$ cat config.mk
export PLATFORM = sky130hd
export DESIGN_NAME = host_dma_mailbox
export DESIGN_NICKNAME = d
export VERILOG_FILES = /design/src/rtl/hdm_pkg.sv /design/src/rtl/hdm_sync.sv /design/src/rtl/hdm_dir.sv /design/src/rtl/hdm_regs.sv /design/src/rtl/host_dma_mailbox.sv
export SDC_FILE = /design/constraint.sdc
export NUM_CORES = 1
export LEC_CHECK = 0
export ABC_AREA = 1
export BUFFER_PORTS_ARGS = -buffer_cell sky130_fd_sc_hd__buf_4
export CORE_MARGIN = 4
export CORE_UTILIZATION = 57
export DETAILED_ROUTE_END_ITERATION = 8
export PLACE_DENSITY = 0.82
export SLEW_MARGIN = 20
export SYNTH_ARGS = -nofsm -noshare
export SYNTH_HDL_FRONTEND = slang
export SYNTH_SLANG_ARGS = --single-unit
export TNS_END_PERCENT = 50
$ cat constraint.sdc
create_clock -name clk -period 1.75 [get_ports clk]
set_input_delay 0.175 -clock clk [delete_from_list [all_inputs] [get_ports clk]]
set_output_delay 0.175 -clock clk [all_outputs]
set_load 0.1 [all_outputs]
$ cat src/rtl/hdm_pkg.sv
package hdm_pkg;
  typedef enum logic [1:0] {
    XS_IDLE   = 2'd0,
    XS_ARMED  = 2'd1,
    XS_MOVING = 2'd2
  } xfer_st_e;

  localparam logic [1:0] RA_DATA = 2'd0;
  localparam logic [1:0] RA_STAT = 2'd1;
  localparam logic [1:0] RA_CTRL = 2'd2;

  localparam int ST_H2L_FULL = 0;
  localparam int ST_L2H_FULL = 1;
  localparam int ST_W_ARMED  = 2;
  localparam int ST_R_ARMED  = 3;

  localparam int CTL_ARM_W = 0;
  localparam int CTL_ARM_R = 1;
endpackage

$ cat src/rtl/hdm_sync.sv
module hdm_sync #(
  parameter int              W       = 1,
  parameter int              STAGES  = 2,
  parameter logic [W-1:0]    RST_VAL = '0
) (
  input  logic         clk,
  input  logic         rst,
  input  logic [W-1:0] d,
  output logic [W-1:0] q
);
  logic [W-1:0] chain [STAGES];

  for (genvar g = 0; g < STAGES; g++) begin : g_stage
    if (g == 0) begin : g_first
      always_ff @(posedge clk) begin
        if (rst) chain[g] <= RST_VAL;
        else     chain[g] <= d;
      end
    end else begin : g_next
      always_ff @(posedge clk) begin
        if (rst) chain[g] <= RST_VAL;
        else     chain[g] <= chain[g-1];
      end
    end
  end

  assign q = chain[STAGES-1];
endmodule

$ cat src/rtl/hdm_dir.sv
module hdm_dir
  import hdm_pkg::*;
(
  input  logic clk,
  input  logic rst,
  input  logic arm,
  input  logic in_cycle,
  input  logic strb_fall,
  input  logic strb_rise,
  output logic armed,
  output logic moving,
  output logic commit
);
  xfer_st_e st;

  always_ff @(posedge clk) begin
    if (rst) begin
      st <= XS_IDLE;
    end else begin
      case (st)
        XS_IDLE:   if (arm) st <= XS_ARMED;
        XS_ARMED:  if (strb_fall && in_cycle) st <= XS_MOVING;
        XS_MOVING: if (strb_rise) st <= XS_IDLE;
        default:   st <= XS_IDLE;
      endcase
    end
  end

  assign armed  = (st == XS_ARMED);
  assign moving = (st == XS_MOVING);
  assign commit = moving && strb_rise;
endmodule

$ cat src/rtl/hdm_regs.sv
module hdm_regs
  import hdm_pkg::*;
#(
  parameter int DATA_W = 8,
  parameter int ADDR_W = 2
) (
  input  logic              clk,
  input  logic              rst,
  input  logic              loc_wr,
  input  logic              loc_rd,
  input  logic [ADDR_W-1:0] loc_addr,
  input  logic [DATA_W-1:0] loc_wdata,
  output logic [DATA_W-1:0] loc_rdata,
  input  logic [DATA_W-1:0] host_byte,
  input  logic              h2l_commit,
  input  logic              l2h_commit,
  input  logic              w_armed,
  input  logic              r_armed,
  output logic              arm_w,
  output logic              arm_r,
  output logic              h2l_full,
  output logic              l2h_full,
  output logic [DATA_W-1:0] l2h_data
);
  logic [DATA_W-1:0] h2l_data;
  logic              wr_data, wr_ctrl, rd_data;
  logic [DATA_W-1:0] status;

  assign wr_data = loc_wr && (loc_addr == ADDR_W'(RA_DATA));
  assign wr_ctrl = loc_wr && (loc_addr == ADDR_W'(RA_CTRL));
  assign rd_data = loc_rd && (loc_addr == ADDR_W'(RA_DATA));

  assign arm_w = wr_ctrl && loc_wdata[CTL_ARM_W] && !h2l_full;
  assign arm_r = wr_ctrl && loc_wdata[CTL_ARM_R] && l2h_full;

  always_ff @(posedge clk) begin
    if (rst) begin
      h2l_full <= 1'b0;
      h2l_data <= '0;
    end else if (h2l_commit) begin
      h2l_full <= 1'b1;
      h2l_data <= host_byte;
    end else if (rd_data) begin
      h2l_full <= 1'b0;
    end
  end

  always_ff @(posedge clk) begin
    if (rst) begin
      l2h_full <= 1'b0;
      l2h_data <= '0;
    end else if (l2h_commit) begin
      l2h_full <= 1'b0;
    end else if (wr_data && !l2h_full) begin
      l2h_full <= 1'b1;
      l2h_data <= loc_wdata;
    end
  end

  always_comb begin
    status              = '0;
    status[ST_H2L_FULL] = h2l_full;
    status[ST_L2H_FULL] = l2h_full;
    status[ST_W_ARMED]  = w_armed;
    status[ST_R_ARMED]  = r_armed;
  end

  always_ff @(posedge clk) begin
    if (rst) begin
      loc_rdata <= '0;
    end else if (loc_rd) begin
      case (loc_addr)
        ADDR_W'(RA_DATA): loc_rdata <= h2l_data;
        ADDR_W'(RA_STAT): loc_rdata <= status;
        default:          loc_rdata <= '0;
      endcase
    end
  end
endmodule

$ cat src/rtl/host_dma_mailbox.sv
module host_dma_mailbox
  import hdm_pkg::*;
#(
  parameter int DATA_W      = 8,
  parameter int ADDR_W      = 2,
  parameter int SYNC_STAGES = 2
) (
  input  logic              clk,
  input  logic              rst,
  input  logic              host_ack_n,
  input  logic              host_wr_n,
  input  logic              host_rd_n,
  input  logic              host_port_sel,
  input  logic [DATA_W-1:0] host_data_in,
  output logic [DATA_W-1:0] host_data_out,
  output logic              host_req,
  output logic              host_drv_dis_n,
  output logic              host_cs_n,
  input  logic              loc_wr,
  input  logic              loc_rd,
  input  logic [ADDR_W-1:0] loc_addr,
  input  logic [DATA_W-1:0] loc_wdata,
  output logic [DATA_W-1:0] loc_rdata
);
  localparam int DATA_STAGES = SYNC_STAGES + 1;

  logic [2:0]        ctl_s;
  logic [1:0]        strb_prev;
  logic [DATA_W-1:0] host_byte;
  logic              in_cycle, wr_fall, wr_rise, rd_fall, rd_rise;
  logic              dma_fall_evt;
  logic              arm_w, arm_r;
  logic              w_armed, w_moving, w_commit;
  logic              r_armed, r_moving, r_commit;
  logic              h2l_full, l2h_full;

  hdm_sync #(.W(3), .STAGES(SYNC_STAGES), .RST_VAL(3'b111)) u_ctl_sync (
    .clk(clk), .rst(rst),
    .d({host_ack_n, host_wr_n, host_rd_n}),
    .q(ctl_s)
  );

  hdm_sync #(.W(DATA_W), .STAGES(DATA_STAGES), .RST_VAL('0)) u_data_dly (
    .clk(clk), .rst(rst), .d(host_data_in), .q(host_byte)
  );

  always_ff @(posedge clk) begin
    if (rst) strb_prev <= 2'b11;
    else     strb_prev <= ctl_s[1:0];
  end

  assign in_cycle     = !ctl_s[2];
  assign wr_fall      =  strb_prev[1] && !ctl_s[1];
  assign wr_rise      = !strb_prev[1] &&  ctl_s[1];
  assign rd_fall      =  strb_prev[0] && !ctl_s[0];
  assign rd_rise      = !strb_prev[0] &&  ctl_s[0];
  assign dma_fall_evt = in_cycle && (wr_fall || rd_fall);

  hdm_dir u_wdir (
    .clk(clk), .rst(rst), .arm(arm_w), .in_cycle(in_cycle),
    .strb_fall(wr_fall), .strb_rise(wr_rise),
    .armed(w_armed), .moving(w_moving), .commit(w_commit)
  );

  hdm_dir u_rdir (
    .clk(clk), .rst(rst), .arm(arm_r), .in_cycle(in_cycle),
    .strb_fall(rd_fall), .strb_rise(rd_rise),
    .armed(r_armed), .moving(r_moving), .commit(r_commit)
  );

  hdm_regs #(.DATA_W(DATA_W), .ADDR_W(ADDR_W)) u_regs (
    .clk(clk), .rst(rst),
    .loc_wr(loc_wr), .loc_rd(loc_rd), .loc_addr(loc_addr),
    .loc_wdata(loc_wdata), .loc_rdata(loc_rdata),
    .host_byte(host_byte), .h2l_commit(w_commit), .l2h_commit(r_commit),
    .w_armed(w_armed), .r_armed(r_armed),
    .arm_w(arm_w), .arm_r(arm_r),
    .h2l_full(h2l_full), .l2h_full(l2h_full), .l2h_data(host_data_out)
  );

  assign host_req       = w_armed || r_armed;
  assign host_drv_dis_n = !(!host_rd_n && (!host_ack_n || host_port_sel));
  assign host_cs_n      = !(host_port_sel && host_ack_n && (!host_rd_n || !host_wr_n));
endmodule

=== After elaboration in Yosys (flattened, before gate mapping) ===
Memories as Yosys holds them, arrays and structs flattened. A register that Yosys moved wholly into a read port is not among the register bits.
Index checks and enable logic that the tools add are counted.

* Register bits: 24
* Memory bits (writable): 30
* Bits of input ports: 26
* Output and inout port bits: 19
* Logic and storage cells: 88
* Memories: 2

* Eq/ne operators: 12
* Mux-type cells: 19
* Bitwise gates (word level): 6
* Reductions and logical operators: 42

{| class="wikitable"
|+ Memory list
! memory !! depth !! bits a word !! read ports !! clocked after Yosys merged registers in !! wr ports !! RTL line !! text
|-
| u_data_dly.chain || 3 || 8 || 3 || 1 || 3 || hdm_sync.sv:11 || <nowiki>logic [W-1:0] chain [STAGES];</nowiki>
|-
| u_ctl_sync.chain || 2 || 3 || 2 || 0 || 2 || hdm_sync.sv:11 ||
|}

{| class="wikitable"
|+ Operators with widths
! kind !! count
|-
| $mux 8 || 3
|-
| $logic_and 1x1->1 || 19
|-
| $pmux 8 s2 || 1
|-
| $logic_not 1->1 || 12
|-
| $mux 2 || 6
|-
| $pmux 2 s3 || 2
|-
| $eq 2x1->1 const B || 3
|-
| $eq 2x2->1 const B || 3
|-
| $logic_not 2->1 || 3
|-
| $mux 3 || 2
|-
| $ne 2x1->1 const B || 3
|-
| $ne 2x2->1 const B || 3
|-
| $reduce_and 3->1 || 2
|-
| $mux 1 || 5
|-
| $or 1x1->1 || 5
|-
| $logic_or 1x1->1 || 3
|-
| $reduce_and 2->1 || 1
|-
| $reduce_bool 2->1 || 1
|-
| $reduce_or 2->1 || 1
|-
| $not 1->1 || 1
|}

=== Longest topological paths before layout ===
* Depth after elaboration: 6
* Depth in mapped cells: 7
* Gate-level depth less buffers: 7

=== Modules after synthesis ===
From an unflattened synthesis, not the netlist that was laid out.

* Cells, all modules: 316
* Area, all modules: 2376.0 um2

{| class="wikitable"
|+ By module, submodules not included
! module !! times used !! cells each !! area each (um2) !! sequential area each (um2)
|-
| hdm_regs || 1 || 166 || 1187.4 || 520.5
|-
| hdm_sync (u_data_dly) || 1 || 74 || 683.2 || 480.5
|-
| hdm_dir || 2 || 17 || 107.6 || 40.0
|-
| hdm_sync (u_ctl_sync) || 1 || 19 || 168.9 || 120.1
|-
| host_dma_mailbox || 1 || 23 || 121.4 || 40.0
|}

=== Worst setup path before layout ===
No wires, ideal clock.

* Path kind: reg-to-output
* Start point: register u_rdir.st[0]
* End point: output port host_req
* Data arrival time: 2.466 ns
* Data required time: 1.575 ns
* Slack: -0.891 ns
* Stages on the path, launching flop included: 3
* Buffers on the path: 0
* Path through: dfxtp_1 inv_1 o21ai_0

* Cells in the longest elaborated chain, start to end: 2

{| class="wikitable"
|+ Ends and longest elaborated chain
! element !! RTL line !! text
|-
| start: declaration || hdm_dir.sv:14 || <nowiki>xfer_st_e st;</nowiki>
|-
| start signal: assignment || hdm_dir.sv:18 || <nowiki>st <= XS_IDLE;</nowiki>
|-
| start signal: assignment || hdm_dir.sv:21 || <nowiki>XS_IDLE: if (arm) st <= XS_ARMED;</nowiki>
|-
| start signal: assignment || hdm_dir.sv:22 || <nowiki>XS_ARMED: if (strb_fall && in_cycle) st <= XS_MOVING;</nowiki>
|-
| $eq 2x1->1 || hdm_dir.sv:29 || <nowiki>assign armed = (st == XS_ARMED);</nowiki>
|-
| $logic_or 1x1->1 || host_dma_mailbox.sv:81 || <nowiki>assign host_req = w_armed || r_armed;</nowiki>
|-
| end: declaration || host_dma_mailbox.sv:16 || <nowiki>output logic host_req,</nowiki>
|}

No other way between the ends.

=== Final worst setup path ===
* Start point: register u_wdir.st[1]
* End point: output port host_req

* Cells in the longest elaborated chain, start to end: 2

{| class="wikitable"
|+ Ends and longest elaborated chain
! element !! RTL line
|-
| start: declaration || hdm_dir.sv:14
|-
| start signal: assignment || hdm_dir.sv:18
|-
| start signal: assignment || hdm_dir.sv:21
|-
| start signal: assignment || hdm_dir.sv:22
|-
| $eq 2x1->1 || hdm_dir.sv:29
|-
| $logic_or 1x1->1 || host_dma_mailbox.sv:81
|}

No other way between the ends.

==> flow_metrics.tcl <==
set metrics [dict create \
    finalCritPeriodShare 0.816 \
    relSlewSlack 0.729 \
    tns_ns 0 \
    ys_seq_elements 62 \
    ctsHoldBuffers 0 \
    cp-start-kind "register" \
    switching_share 0.248 \
    synth_top_area_share 0.566 \
    critPathRequiredTime_ns 1.57 \
    synth_flop_cell "dfxtp_1" \
    slew_viol_final 0 \
    coreArea_um2 3690 \
    first_pass_iters 4 \
    cts_resized 0 \
    leakage_nw 1.33 \
    drive_above_1_share 0.221 \
    clockBufferDepth 2 \
    yosysSeqAreaShare 0.566 \
    cts_tree "done" \
    viasPerCell 4.63 \
    post_cts_buffers 0 \
    path_cells "inv_1 -> nand2_1 -> o21ai_1 -> buf_4" \
    hold_end "u_ctl_sync.chain[0][1]$_SDFF_PP1_" \
    p_seq_frac 0.471 \
    synth_edf_count 0 \
    grt_pass1_vias 1593 \
    clock.fmax_ghz 0.700 \
    initial_core_util 0.594 \
    grt_usage 0.174 \
    holdCritPathClass "in -> reg" \
    drt-total-wl_mm 3.90 \
    dieArea_um2 4900 \
    drv_cap 0 \
    row_count 22 \
    min_from "host_wr_n" \
    ios 45 \
    p_int_mw 2.35 \
    cts_made_buffers 9 \
    combinationalPowerShare 0.095 \
    min_path_cells 3 \
    insertion_delay_ns 0.33 \
    total_power_mw 3.13 \
    synth_nets 303 \
    hold_violations 0 \
    gp_congestion 0.768 \
    fillCellCount 283 \
    yosysTopAreaCell "dfxtp_1" \
    area_growth_pct 26.7 \
    io_buffers 44 \
    finalSetupViolCount 0 \
    worst-setup-path-type "reg -> out" \
    cts_root_buf "clkbuf_8" \
    die_x_um 70.0 \
    antenna_found_initial 0 \
    peakVddDrop_mv 0.825 \
    regToRegEndpoint "u_regs.h2l_data[3]$_SDFFE_PP0P_" \
    yosysMostFrequentCell "dfxtp_1" \
    power-per-cell-area_nw_per_um2 1130 \
    synth_cell_types 19 \
    ys_async_sr_fraction 0 \
    synth_common_cells "dfxtp_1, nor2_1, inv_1" \
    status "finished, final reports clean" \
    rr_startpoint "u_wdir.st[1]$_SDFFE_PP0P_" \
    vias 1755 \
    reg2reg_depth 5 \
    cp.arrival_ns 1.25 \
    crit_slowest_cell "buf_4" \
    synthTopCellsByArea "dfxtp_1, nor2_1, inv_1" \
    grt_pass1_wl_mm 6.74 \
    antenna_left 0 \
    timing.final.crit_period_ns 1.43 \
    slowest_delay_ns 0.31 \
    antenna_cells 0 \
    syn_avg_cell_area_um2 7.91 \
    rsz0062_at_grt "no" \
    drt_iter0_markers 142 \
    hpwlAfterDp_mm 2.67 \
    clock_skew_ns 0.00591 \
    htreeDepth 3 \
    regArea_um2 1240 \
    crit_fanout 3 \
    grt-ovfl-total 0 \
    layout.nets 352 \
    ys_warn_count 0 \
    clock_sinks 62 \
    die_h_um 70.0 \
    ff2ff_setup_slack_ns 0.70 \
    switchingPower_mw 0.775 \
    netlist_instances 277 \
    p_clk_frac 0.434 \
    routedWlPerCell_um 10.3 \
    multi_input_area_um2 736 \
    grt_max_degree 45 \
    drc 0 \
    netlist_area_um2 2190 \
    cp-end-kind "primary output" \
    clkTransAtPathRegs_ns 0.07 \
    tightest_slew_ns 0.407 \
]
## stage by stage
step / std cells / hold slack, ns / worst slack, ns / area [um2] / utilization
2_1_floorplan: 277 / 0.279 / -0.133 / 2190 / -
3_3_place_gp: 363 / 0.373 / 0.681 / 2550 / 0.693
3_5_place_dp: 363 / 0.374 / 0.655 / 2550 / 0.693
4_1_cts: 379 / 0.0227 / 0.290 / 2780 / 0.753
5_1_grt: 379 / 0.0369 / 0.235 / 2780 / 0.753
6_report: 379 / 0.0407 / 0.322 / 2780 / 0.753
## layout by cell type, fill, tap and decap left out, types with 3 or more instances in the layout
cell	n
dfxtp_1	62
nor2_1	49
inv_1	48
nand2_1	47
buf_4	44
nand3_1	22
a21oi_1	20
clkbuf_8	9
nor2_4	5
o21ai_1	3
o21ai_0	3
or2_2	3
clkinv_4	3
## power by group through the flow
stage                     clock (mW)  sequential [mW]  combinational, mW
final                           1.36             1.47              0.297
after global routing            1.46             1.48              0.322
after CTS                       1.39             1.47              0.299
after detailed placement           0             1.50              0.297
after global placement             0             1.50              0.292
after floorplan                    0             1.59              0.122
## worst max path at each step
stage / startpoint / endpoint / slack [ns]
after global placement: u_wdir.st[1]$_SDFFE_PP0P_ / host_req / 0.68
after CTS: u_wdir.st[1]$_SDFFE_PP0P_ / host_req / 0.29
after floorplan: u_rdir.st[0]$_SDFFE_PP0P_ / host_req / -0.13
after global routing: u_wdir.st[1]$_SDFFE_PP0P_ / host_req / 0.23
after detailed placement: rst / u_regs.loc_rdata[2]$_SDFFE_PP0P_ / 0.66
final: u_wdir.st[1]$_SDFFE_PP0P_ / host_req / 0.32
## cell families after synthesis
kind of cell           share of synthesized area
buffers and inverters                     0.0982
AO/OA/AOI/OAI                             0.0662
AND/OR/NAND/NOR                            0.269
flip-flops                                 0.566
## registers in the layout (all words and copies together), names as in the netlist
name and cells:
u_regs.h2l_full 1, u_regs.l2h_full 1, u_regs.h2l_data 8, u_data_dly.chain 24, u_rdir.st 2, strb_prev 2, u_wdir.st 2, u_regs.l2h_data 8
u_ctl_sync.chain 6, u_regs.loc_rdata 8
## routing by layer
| layer | track usage | wire, um |
|---|---|---|
| met1 | 0.193 | 1700 |
| met4 | 0.0787 | 58 |
| met5 | 0 | 0 |
| met3 | 0.0705 | 288 |
| met2 | 0.292 | 1850 |
## final cells by class
cell class,count,area share
repair buffers,44,0.119
clock inverters,7,0.0356
inverters,50,0.0676
flip-flops and latches,62,0.447
multi-input cells,159,0.265
well taps,48,0.0216
clock buffers,9,0.0446
## worst max-delay path: cells and delay by family, from the launching register on
kind | cells | cell delay [ns]
buffers and inverters | 2 | 0.42
and+or+nand+nor | 1 | 0.11
AOI/OAI and AO/OA | 1 | 0.10
DFF | 1 | 0.30
(Power assumes the default switching activity.)
